`config.mk`:
```
export PLATFORM = sky130hd
export DESIGN_NAME = noise_channel
export DESIGN_NICKNAME = d
export VERILOG_FILES = /design/src/rtl/noise_pkg.sv /design/src/rtl/noise_ctrl.sv /design/src/rtl/noise_datapath.sv /design/src/rtl/noise_channel.sv
export SDC_FILE = /design/constraint.sdc
export NUM_CORES = 1
export LEC_CHECK = 0
export BUFFER_PORTS_ARGS = -buffer_cell sky130_fd_sc_hd__buf_4
export CORE_MARGIN = 2
export CORE_UTILIZATION = 41
export DETAILED_ROUTE_END_ITERATION = 8
export PLACE_DENSITY = 0.58
export SYNTH_ARGS = -nofsm -noshare
export SYNTH_HDL_FRONTEND = slang
export SYNTH_HIERARCHICAL = 1
export SYNTH_SLANG_ARGS = --single-unit
```
`constraint.sdc`:
```
create_clock -name clk -period 2.74 [get_ports clk]
set_input_delay 0.274 -clock clk [delete_from_list [all_inputs] [get_ports clk]]
set_output_delay 0.274 -clock clk [all_outputs]
set_load 0.03 [all_outputs]
```
`src/rtl/noise_pkg.sv`:
```
package noise_pkg;
  localparam int PERIOD_W = 12;
  localparam int RATE_W   = 4;

  typedef struct packed {
    logic shift;
    logic shortMode;
  } noiseStrobes_t;

  function automatic logic [PERIOD_W-1:0] periodOf(input logic [RATE_W-1:0] rate);
    logic [PERIOD_W-1:0] p;
    case (rate)
      4'd0:  p = 12'd4;
      4'd1:  p = 12'd8;
      4'd2:  p = 12'd16;
      4'd3:  p = 12'd32;
      4'd4:  p = 12'd64;
      4'd5:  p = 12'd96;
      4'd6:  p = 12'd128;
      4'd7:  p = 12'd160;
      4'd8:  p = 12'd202;
      4'd9:  p = 12'd254;
      4'd10: p = 12'd380;
      4'd11: p = 12'd508;
      4'd12: p = 12'd762;
      4'd13: p = 12'd1016;
      4'd14: p = 12'd2034;
      default: p = 12'd4068;
    endcase
    return p;
  endfunction
endpackage

```
`src/rtl/noise_ctrl.sv`:
```
module noise_ctrl
  import noise_pkg::*;
#(
  parameter int DATA_W   = 8,
  parameter int VOL_W    = 4,
  parameter int MODE_BIT = 7
) (
  input  logic                clk,
  input  logic                rstN,
  input  logic                wrEn,
  input  logic                wrAddr,
  input  logic [DATA_W-1:0]   wrData,
  output noiseStrobes_t       strobes,
  output logic [VOL_W-1:0]    volume
);
  logic [PERIOD_W-1:0] timer;
  logic [RATE_W-1:0]   rateIdx;
  logic                modeReg;
  logic [VOL_W-1:0]    volReg;
  logic                timerDone;

  assign timerDone = (timer == '0);

  always_ff @(posedge clk or negedge rstN) begin
    if (!rstN) begin
      timer   <= '0;
      rateIdx <= '0;
      modeReg <= 1'b0;
      volReg  <= '0;
    end else begin
      if (timerDone) timer <= periodOf(rateIdx) - PERIOD_W'(1);
      else           timer <= timer - PERIOD_W'(1);
      if (wrEn) begin
        if (!wrAddr) begin
          volReg <= wrData[VOL_W-1:0];
        end else begin
          modeReg <= wrData[MODE_BIT];
          rateIdx <= wrData[RATE_W-1:0];
        end
      end
    end
  end

  always_comb begin
    strobes.shift     = timerDone;
    strobes.shortMode = modeReg;
    volume            = volReg;
  end

  // a non-zero timer counts down by exactly one
  assert_timer_step_R7: assert property (@(posedge clk) disable iff (!rstN)
    (timer != '0) |=> (timer == $past(timer) - PERIOD_W'(1)));

  // a volume write lands on the next cycle
  assert_vol_write_R2: assert property (@(posedge clk) disable iff (!rstN)
    (wrEn && !wrAddr) |=> (volReg == $past(wrData[VOL_W-1:0])));

  // a control write stores mode and rate
  assert_ctrl_write_R3: assert property (@(posedge clk) disable iff (!rstN)
    (wrEn && wrAddr) |=> (modeReg == $past(wrData[MODE_BIT]) && rateIdx == $past(wrData[RATE_W-1:0])));
endmodule

```
`src/rtl/noise_datapath.sv`:
```
module noise_datapath
  import noise_pkg::*;
#(
  parameter int LFSR_W    = 15,
  parameter int LONG_TAP  = 1,
  parameter int SHORT_TAP = 6,
  parameter int VOL_W     = 4
) (
  input  logic              clk,
  input  logic              rstN,
  input  noiseStrobes_t     strobes,
  input  logic [VOL_W-1:0]  volume,
  output logic [VOL_W-1:0]  sampleOut
);
  localparam logic [LFSR_W-1:0] SEED = LFSR_W'(1);

  logic [LFSR_W-1:0] lfsr;
  logic              feedback;

  always_comb begin
    feedback = lfsr[0] ^ (strobes.shortMode ? lfsr[SHORT_TAP] : lfsr[LONG_TAP]);
  end

  always_ff @(posedge clk or negedge rstN) begin
    if (!rstN)             lfsr <= SEED;
    else if (strobes.shift) lfsr <= {feedback, lfsr[LFSR_W-1:1]};
  end

  always_comb sampleOut = lfsr[0] ? '0 : volume;

  // long-mode feedback enters the top bit
  assert_long_tap_R4: assert property (@(posedge clk) disable iff (!rstN)
    (strobes.shift && !strobes.shortMode) |=>
      (lfsr[LFSR_W-1] == ($past(lfsr[0]) ^ $past(lfsr[LONG_TAP]))));

  // short-mode feedback enters the top bit
  assert_short_tap_R5: assert property (@(posedge clk) disable iff (!rstN)
    (strobes.shift && strobes.shortMode) |=>
      (lfsr[LFSR_W-1] == ($past(lfsr[0]) ^ $past(lfsr[SHORT_TAP]))));

  // without a shift strobe the register holds
  assert_hold_R7: assert property (@(posedge clk) disable iff (!rstN)
    !strobes.shift |=> $stable(lfsr));

  // mode switching never collapses the register to zero
  assert_alive_R9: assert property (@(posedge clk) disable iff (!rstN)
    lfsr != '0);
endmodule

```
`src/rtl/noise_channel.sv`:
```
module noise_channel
  import noise_pkg::*;
#(
  parameter int DATA_W = 8,
  parameter int VOL_W  = 4,
  parameter int LFSR_W = 15
) (
  input  logic              clk,
  input  logic              rstN,
  input  logic              wrEn,
  input  logic              wrAddr,
  input  logic [DATA_W-1:0] wrData,
  output logic [VOL_W-1:0]  sampleOut
);
  noiseStrobes_t    strobes;
  logic [VOL_W-1:0] volume;

  noise_ctrl #(.DATA_W(DATA_W), .VOL_W(VOL_W), .MODE_BIT(DATA_W-1)) i_ctrl (
    .clk(clk), .rstN(rstN), .wrEn(wrEn), .wrAddr(wrAddr), .wrData(wrData),
    .strobes(strobes), .volume(volume)
  );

  noise_datapath #(.LFSR_W(LFSR_W), .LONG_TAP(1), .SHORT_TAP(6), .VOL_W(VOL_W)) i_dp (
    .clk(clk), .rstN(rstN), .strobes(strobes), .volume(volume), .sampleOut(sampleOut)
  );
endmodule

```
==> results of run 1 <==
sequential cells by signal, summed over array words and instances (netlist names):
| signal | cells |
|---|---|
| i_dp/lfsr | 15 |
| i_ctrl/timer | 12 |
| i_ctrl/rateIdx | 4 |
| i_ctrl/volume | 4 |
| i_ctrl/modeReg | 1 |
Yosys cell counts (all sizes together), types with 4 or more instances:
| library cell | n |
|---|---|
| buf | 4 |
| xor2 | 7 |
| nor2b | 4 |
| nor2 | 7 |
| dfrtp | 35 |
| clkbuf | 8 |
| nand3 | 5 |
| a21oi | 6 |
| mux2 | 24 |
| nand2 | 10 |
| xnor2 | 5 |
| o21ai | 7 |
critical path: cells and delay by family, from the launching register on:
kind / cells / cell delay [ns]
buffers and inverters: 2 / 0.57
and+or+nand+nor: 2 / 0.49
DFF: 1 / 0.42
muxes: 1 / 0.41
adders and majority gates: 1 / 0.14
through the flow:
stage | instances | setup slack, ns | utilization [%]
final | 226 | 0.594 | 47.7
after global routing | 226 | 0.333 | 47.7
after CTS | 226 | 0.576 | 47.7
after detailed placement | 217 | 0.586 | 44.9
after global placement | 217 | 0.659 | 44.9
after floorplan | 163 | 0.688 | -
area by class of cell:
class,count,area share (%)
clock buffers,5,3.31
clock inverters,3,2.05
inverters,3,0.542
multi-input cells,112,42.0
flip-flops and latches,36,43.4
well taps,52,3.13
repair buffers,15,5.54
metal layers:
| metal | up-vias | wire [um] | track usage [%] |
|---|---|---|---|
| li1 | 595 | - | - |
| met2 | 27 | 1580 | 23.3 |
| met3 | 4 | 154 | 4.56 |
| met4 | 0 | 55 | 5.24 |
| met1 | 607 | 1370 | 17.9 |
| met5 | - | 0 | 0 |
repair_timing:
item / CTS / global route
hold buffers: 1 / 0
buffers inserted: 0 / 0
gates resized for setup: 0 / 0
endpoints found under the hold margin: 35 / 0
cell families after synthesis:
family / share of synthesized area, %
flip-flops: 48.7
XOR/XNOR: 5.68
buffers and inverters: 4.06
AND/OR/NAND/NOR: 14.1
adder cells (fa/ha/maj): 2.57
AO/OA/AOI/OAI: 8.38
multiplexers: 16.4
where the power goes:
group | switching [W] | internal (W)
registers | 0.000138 | 0.000628
logic | 0.000153 | 0.000159
clock network | 0.000185 | 0.000269
total | 0.000476 | 0.00106
path summary, 6_finish.rpt:
check / from / end / depth (start not counted)
min: wrData[7] / i_ctrl/modeReg / 2
min reg2reg: i_ctrl/timer[10] / i_ctrl/timer[10] / 1
min in group asynchronous: rstN / i_ctrl/timer[0] / 2
max in group asynchronous: rstN / i_dp/lfsr[0] / 2
max reg2reg: i_ctrl/timer[0] / i_dp/lfsr[1] / 6
max: i_ctrl/timer[0] / i_dp/lfsr[1] / 6
==> impl_results.html, run 1 <==
<table>
<tr><th>Metric</th><th>Value</th></tr>
<tr><th colspan="2">Synthesis</th></tr>
<tr><td>Net count after synthesis</td><td>178</td></tr>
<tr><td>Synthesized netlist cell count</td><td>163</td></tr>
<tr><td>Synth area leader</td><td>sky130_fd_sc_hd__dfrtp_1</td></tr>
<tr><td>Number of synthesized flops with an enable pin</td><td>0</td></tr>
<tr><td>Main area contributors after synthesis</td><td>sky130_fd_sc_hd__dfrtp_1, sky130_fd_sc_hd__mux2_2, sky130_fd_sc_hd__xor2_1, sky130_fd_sc_hd__xnor2_1, sky130_fd_sc_hd__ha_1</td></tr>
<tr><td>Number of synthesized register bits</td><td>36</td></tr>
<tr><td>Avg Synthesized Cell Area</td><td>11.4 um^2</td></tr>
<tr><td>Share of the synthesized area in the top cell type</td><td>47.3%</td></tr>
<tr><td>Number of synthesis warnings</td><td>6</td></tr>
<tr><td>Part of the Yosys area used for sequential elements</td><td>48.7%</td></tr>
<tr><td>Count of unique library cells instantiated by Yosys</td><td>42</td></tr>
<tr><td>Dominant synthesized flop cell</td><td>sky130_fd_sc_hd__dfrtp_1</td></tr>
<tr><td>Asr flop ratio synth</td><td>100%</td></tr>
<tr><td>Netlist area before placement</td><td>1850 um^2</td></tr>
<tr><th colspan="2">STA</th></tr>
<tr><td>Setup repair after global routing missed its margin</td><td>no</td></tr>
<tr><td>Pin slew with the least headroom to its limit</td><td>0.644 ns</td></tr>
<tr><td>Ratio of final minimum period to clock period</td><td>78.3%</td></tr>
<tr><td>Count of endpoints failing hold in the final timing report</td><td>0</td></tr>
<tr><td>Relative max-transition margin</td><td>57.0%</td></tr>
<tr><td>Final count of pins violating max slew</td><td>0</td></tr>
<tr><td>Time the final worst path needs with I/O delays and setup</td><td>2.15 ns</td></tr>
<tr><td>Max Clk Rate</td><td>466 MHz</td></tr>
<tr><td>Clk_skew</td><td>0.00626 ns</td></tr>
<tr><td>Fin Setup TNS</td><td>0 ns</td></tr>
<tr><td>Final setup violating endpoints</td><td>0</td></tr>
<tr><td>Worst-case hold slack</td><td>0.223 ns</td></tr>
<tr><th colspan="2">Clock tree</th></tr>
<tr><td>Number of clock sinks</td><td>36</td></tr>
<tr><td>TritonCTS clock tree</td><td>done</td></tr>
<tr><td>Clock-pin slew on the worst setup and hold paths</td><td>0.07 ns</td></tr>
<tr><td>Number of buffers created by CTS</td><td>5</td></tr>
<tr><td>Clock H-tree levels</td><td>2</td></tr>
<tr><td>Maximum clock insertion buffer count</td><td>2</td></tr>
<tr><td>Root cell of the clock tree</td><td>sky130_fd_sc_hd__clkbuf_8</td></tr>
<tr><td>Clock latency of the later-clocked register in the worst-skew pair</td><td>0.28 ns</td></tr>
<tr><th colspan="2">Route</th></tr>
<tr><td>Number of detailed-route iterations in the first pass</td><td>4</td></tr>
<tr><td>Final routed DRC violation total</td><td>0</td></tr>
<tr><td>Via density per instance</td><td>5.46</td></tr>
<tr><td>Number of DRC violations after detailed-routing iteration 0</td><td>100</td></tr>
<tr><td>Routed Antenna Nets</td><td>0</td></tr>
<tr><td>Wire length per cell</td><td>14.0 um</td></tr>
<tr><td>Post-Route WL</td><td>3150 um</td></tr>
<tr><td>Via count</td><td>1,233</td></tr>
<tr><th colspan="2">Worst setup path</th></tr>
<tr><td>CP arrival</td><td>2.31 ns</td></tr>
<tr><td>Cell type with the highest occurrence count on the critical path</td><td>sky130_fd_sc_hd__inv_1</td></tr>
<tr><td>Maximum cell stage delay along the critical path</td><td>0.47 ns</td></tr>
<tr><td>Element type at the critical path end</td><td>flop</td></tr>
<tr><td>Crit path max-delay cell type</td><td>sky130_fd_sc_hd__inv_1</td></tr>
<tr><td>Critical Path RT</td><td>2.91 ns</td></tr>
<tr><td>Startpoint type of the worst setup path</td><td>flop</td></tr>
<tr><td>Cell chain of the critical path</td><td>inv_1 -&gt; ha_1 -&gt; nor4b_2 -&gt; nand3_1 -&gt; inv_1 -&gt; mux2_2</td></tr>
<tr><td>CP max FO</td><td>16</td></tr>
<tr><td>Setup slack of the most critical reg-to-reg path</td><td>0.59 ns</td></tr>
<tr><td>Category of the critical setup timing path</td><td>reg2reg</td></tr>
<tr><th colspan="2">Floorplanning</th></tr>
<tr><td>Core footprint</td><td>4350 um^2</td></tr>
<tr><td>Die outline area</td><td>5070 um^2</td></tr>
<tr><td>Height of the die</td><td>71.2 um</td></tr>
<tr><td>Die X</td><td>71.2 um</td></tr>
<tr><td>Number of rows created at floorplan</td><td>24</td></tr>
<tr><td>Number of ports placed on the die boundary</td><td>16</td></tr>
<tr><td>Initial core utilization</td><td>42.5%</td></tr>
<tr><th colspan="2">Pwr</th></tr>
<tr><td>Worst supply voltage drop on vdd</td><td>0.464 mV</td></tr>
<tr><td>Total power density per cell area</td><td>737 nW/um^2</td></tr>
<tr><td>Power Total</td><td>0.00153 W</td></tr>
<tr><td>Static leakage</td><td>0.941 nW</td></tr>
<tr><th colspan="2">GRT</th></tr>
<tr><td>Largest net degree at the start of global routing</td><td>37</td></tr>
<tr><td>Total track usage</td><td>14.3%</td></tr>
<tr><td>Number of antenna violations at the first check in global routing</td><td>0</td></tr>
<tr><td>Via count of the first global-routing pass</td><td>1,223</td></tr>
<tr><td>Global-route wire length before repair</td><td>5640 um</td></tr>
<tr><td>GR Overflow Total</td><td>0</td></tr>
<tr><th colspan="2">Place</th></tr>
<tr><td>Placed wire-length estimate</td><td>2290 um</td></tr>
<tr><td>Total of buffers placed on input and output ports</td><td>12</td></tr>
<tr><td>Routability congestion estimate</td><td>0.750</td></tr>
<tr><td>Placement Cell Area</td><td>1960 um^2</td></tr>
<tr><th colspan="2">Cells and area</th></tr>
<tr><td>Share of cells above drive strength 1</td><td>29.9%</td></tr>
<tr><td>Layout overhead on the synthesized area</td><td>12.3%</td></tr>
<tr><td>Multi-input gate area</td><td>873 um^2</td></tr>
<tr><td>Number of fill cells in the layout</td><td>402</td></tr>
<tr><td>Leading cell types in the layout, fill and taps excluded</td><td>sky130_fd_sc_hd__dfrtp_1, sky130_fd_sc_hd__mux2_2, sky130_fd_sc_hd__buf_4</td></tr>
<tr><td>Number of nets in the finished design</td><td>188</td></tr>
<tr><td>Antenna diode count</td><td>0</td></tr>
<tr><td>Commonest non-fill, non-tap cell in the layout</td><td>sky130_fd_sc_hd__dfrtp_1</td></tr>
<tr><td>Finished layout cell area</td><td>2080 um^2</td></tr>
<tr><td>Storage element area</td><td>902 um^2</td></tr>
<tr><th colspan="2">Min path</th></tr>
<tr><td>Class of the tightest hold or removal check</td><td>in2reg</td></tr>
<tr><th colspan="2">Status</th></tr>
<tr><td>Run status</td><td>finished clean</td></tr>
<tr><th colspan="2">Run</th></tr>
<tr><td>Max cap viols</td><td>0</td></tr>
</table>
Note: power is estimated with default switching activity, not from simulation.
==> inputs of run 2 (changes only) <==
Clock period 2.74 ns to 2.25 ns, I/O delays scaled along.
==> impl_results.html, run 2 (synthesis results as in run 1) <==
<table>
<tr><th>Metric</th><th>Value</th></tr>
<tr><th colspan="2">Status</th></tr>
<tr><td>Run status</td><td>finished clean</td></tr>
<tr><th colspan="2">GRT</th></tr>
<tr><td>Global-route wire length before repair</td><td>5960 um</td></tr>
<tr><td>Number of antenna violations at the first check in global routing</td><td>0</td></tr>
<tr><td>Via count of the first global-routing pass</td><td>1,293</td></tr>
<tr><td>Total track usage</td><td>14.9%</td></tr>
<tr><td>Largest net degree at the start of global routing</td><td>37</td></tr>
<tr><td>GR Overflow Total</td><td>0</td></tr>
<tr><th colspan="2">Clock tree</th></tr>
<tr><td>Number of clock sinks</td><td>36</td></tr>
<tr><td>Clock H-tree levels</td><td>2</td></tr>
<tr><td>Root cell of the clock tree</td><td>sky130_fd_sc_hd__clkbuf_8</td></tr>
<tr><td>Maximum clock insertion buffer count</td><td>2</td></tr>
<tr><td>TritonCTS clock tree</td><td>done</td></tr>
<tr><td>Clock-pin slew on the worst setup and hold paths</td><td>0.07 ns</td></tr>
<tr><td>Clock latency of the later-clocked register in the worst-skew pair</td><td>0.29 ns</td></tr>
<tr><td>Number of buffers created by CTS</td><td>5</td></tr>
<tr><th colspan="2">STA</th></tr>
<tr><td>Setup repair after global routing missed its margin</td><td>no</td></tr>
<tr><td>Time the final worst path needs with I/O delays and setup</td><td>1.96 ns</td></tr>
<tr><td>Relative max-transition margin</td><td>69.2%</td></tr>
<tr><td>Ratio of final minimum period to clock period</td><td>87.0%</td></tr>
<tr><td>Final count of pins violating max slew</td><td>0</td></tr>
<tr><td>Fin Setup TNS</td><td>0 ns</td></tr>
<tr><td>Count of endpoints failing hold in the final timing report</td><td>0</td></tr>
<tr><td>Clk_skew</td><td>0.00915 ns</td></tr>
<tr><td>Max Clk Rate</td><td>511 MHz</td></tr>
<tr><td>Final setup violating endpoints</td><td>0</td></tr>
<tr><td>Pin slew with the least headroom to its limit</td><td>0.457 ns</td></tr>
<tr><th colspan="2">Floorplanning</th></tr>
<tr><td>Core footprint</td><td>4350 um^2</td></tr>
<tr><td>Height of the die</td><td>71.2 um</td></tr>
<tr><td>Initial core utilization</td><td>42.5%</td></tr>
<tr><td>Die X</td><td>71.2 um</td></tr>
<tr><td>Die outline area</td><td>5070 um^2</td></tr>
<tr><td>Number of ports placed on the die boundary</td><td>16</td></tr>
<tr><td>Number of rows created at floorplan</td><td>24</td></tr>
<tr><th colspan="2">Cells and area</th></tr>
<tr><td>Leading cell types in the layout, fill and taps excluded</td><td>sky130_fd_sc_hd__dfrtp_1, sky130_fd_sc_hd__mux2_2, sky130_fd_sc_hd__buf_4</td></tr>
<tr><td>Max FFs per register</td><td>15</td></tr>
<tr><td>Biggest registers after layout</td><td>i_dp/lfsr: 15 flops, i_ctrl/timer: 12 flops</td></tr>
<tr><td>Commonest non-fill, non-tap cell in the layout</td><td>sky130_fd_sc_hd__dfrtp_1</td></tr>
<tr><td>Number of nets in the finished design</td><td>193</td></tr>
<tr><td>Largest register by flop count</td><td>i_dp/lfsr</td></tr>
<tr><td>Non-filler instance count after layout</td><td>231</td></tr>
<tr><td>Share of cells above drive strength 1</td><td>32.4%</td></tr>
<tr><td>Layout overhead on the synthesized area</td><td>15.3%</td></tr>
<tr><td>Antenna diode count</td><td>0</td></tr>
<tr><td>Number of fill cells in the layout</td><td>387</td></tr>
<tr><th colspan="2">Place</th></tr>
<tr><td>Placed wire-length estimate</td><td>2330 um</td></tr>
<tr><td>Total of buffers placed on input and output ports</td><td>12</td></tr>
<tr><td>DP Cell Count</td><td>222</td></tr>
<tr><td>Routability congestion estimate</td><td>0.814</td></tr>
<tr><th colspan="2">Worst setup path</th></tr>
<tr><td>Setup slack of the most critical reg-to-reg path</td><td>0.29 ns</td></tr>
<tr><td>Element type at the critical path end</td><td>flop</td></tr>
<tr><td>Path depth of the worst reg2reg path</td><td>7</td></tr>
<tr><td>CP arrival</td><td>2.13 ns</td></tr>
<tr><td>Category of the critical setup timing path</td><td>reg2reg</td></tr>
<tr><td>Startpoint type of the worst setup path</td><td>flop</td></tr>
<tr><td>Critical Path RT</td><td>2.42 ns</td></tr>
<tr><td>CP max FO</td><td>15</td></tr>
<tr><th colspan="2">Route</th></tr>
<tr><td>Post-Route WL</td><td>3250 um</td></tr>
<tr><td>Final routed DRC violation total</td><td>0</td></tr>
<tr><td>Routed Antenna Nets</td><td>0</td></tr>
<tr><td>Number of detailed-route iterations in the first pass</td><td>4</td></tr>
<tr><td>Wire length per cell</td><td>14.1 um</td></tr>
<tr><td>Via density per instance</td><td>5.40</td></tr>
<tr><td>Number of DRC violations after detailed-routing iteration 0</td><td>55</td></tr>
<tr><td>Via count</td><td>1,248</td></tr>
<tr><th colspan="2">Run</th></tr>
<tr><td>Max cap viols</td><td>0</td></tr>
<tr><th colspan="2">Pwr</th></tr>
<tr><td>Worst supply voltage drop on vdd</td><td>0.530 mV</td></tr>
<tr><td>Total power density per cell area</td><td>890 nW/um^2</td></tr>
<tr><td>Static leakage</td><td>0.969 nW</td></tr>
<tr><th colspan="2">Min path</th></tr>
<tr><td>WHS Path Cells</td><td>2</td></tr>
<tr><td>Class of the tightest hold or removal check</td><td>in2reg</td></tr>
</table>
## run 2: cell types whose count changed in the layout (fill, tap and decap cells not counted)
cell                     previous run  this run
sky130_fd_sc_hd__buf_12             0         1
sky130_fd_sc_hd__buf_4             14        18
sky130_fd_sc_hd__nor4_2             0         1
sky130_fd_sc_hd__nor4_1             2         1
## run 2: repair_timing
action	CTS	global route
hold buffers	1	0
endpoints found under the setup margin	0	1
hold endpoints to repair	35	0
buffers inserted	0	0
resized for setup	0	1
## run 2: routing by layer
layer	share of wire [%]	vias to the layer above	track usage, %
met5	0	-	0
met4	1.6	0	5.03
met3	3.6	6	3.99
met2	50	20	25.3
met1	45	613	18.2
li1	-	609	-
## run 2: area by class of cell
type | instances | area [um^2] | share of cell area [%]
clock inverter | 3 | 42.5 | 1.99
timing repair buffer | 20 | 165 | 7.74
sequential | 36 | 902 | 42.3
tap | 52 | 65.1 | 3.05
multi-input combinational | 112 | 880 | 41.2
inverter | 3 | 11.3 | 0.528
clock buffer | 5 | 68.8 | 3.22
## run 2: stage by stage
step,hold WS [ns],power (W),cell area [um^2],setup WS (ns),util [%]
final,0.181,0.00190,2130,0.292,49.0
after global routing,0.170,0.00203,2130,0.104,49.0
after CTS,0.170,0.00192,2130,0.158,48.9
after detailed placement,0.209,0.00134,2010,0.196,46.1
after global placement,0.203,0.00131,2010,0.252,46.1
after floorplan,-0.0706,0.00121,1850,0.198,-
## run 2: final timing paths
check                                 startpoint               end
max in group asynchronous                   rstN      i_dp/lfsr[0]
worst max register to register   i_ctrl/timer[0]      i_dp/lfsr[2]
worst max-delay path             i_ctrl/timer[0]      i_dp/lfsr[2]
min in group asynchronous                   rstN   i_ctrl/timer[0]
worst min register to register  i_ctrl/timer[10]  i_ctrl/timer[10]
worst min-delay path                   wrData[7]    i_ctrl/modeReg
## run 2: worst max-delay path: stages, from the launching register on
cell	delay [ns]
sky130_fd_sc_hd__dfrtp_1	0.42
sky130_fd_sc_hd__inv_1	0.10
sky130_fd_sc_hd__ha_1	0.15
sky130_fd_sc_hd__nor4b_2	0.30
sky130_fd_sc_hd__nand3_1	0.15
sky130_fd_sc_hd__inv_1	0.21
sky130_fd_sc_hd__buf_12	0.18
sky130_fd_sc_hd__mux2_2	0.34
## run 2: report_power, final
part | internal, W | switching, W | leakage [nW]
sequential | 0.000765 | 0.000139 | 0.452
combinational | 0.000208 | 0.000228 | 0.463
clock | 0.000328 | 0.000232 | 0.0541
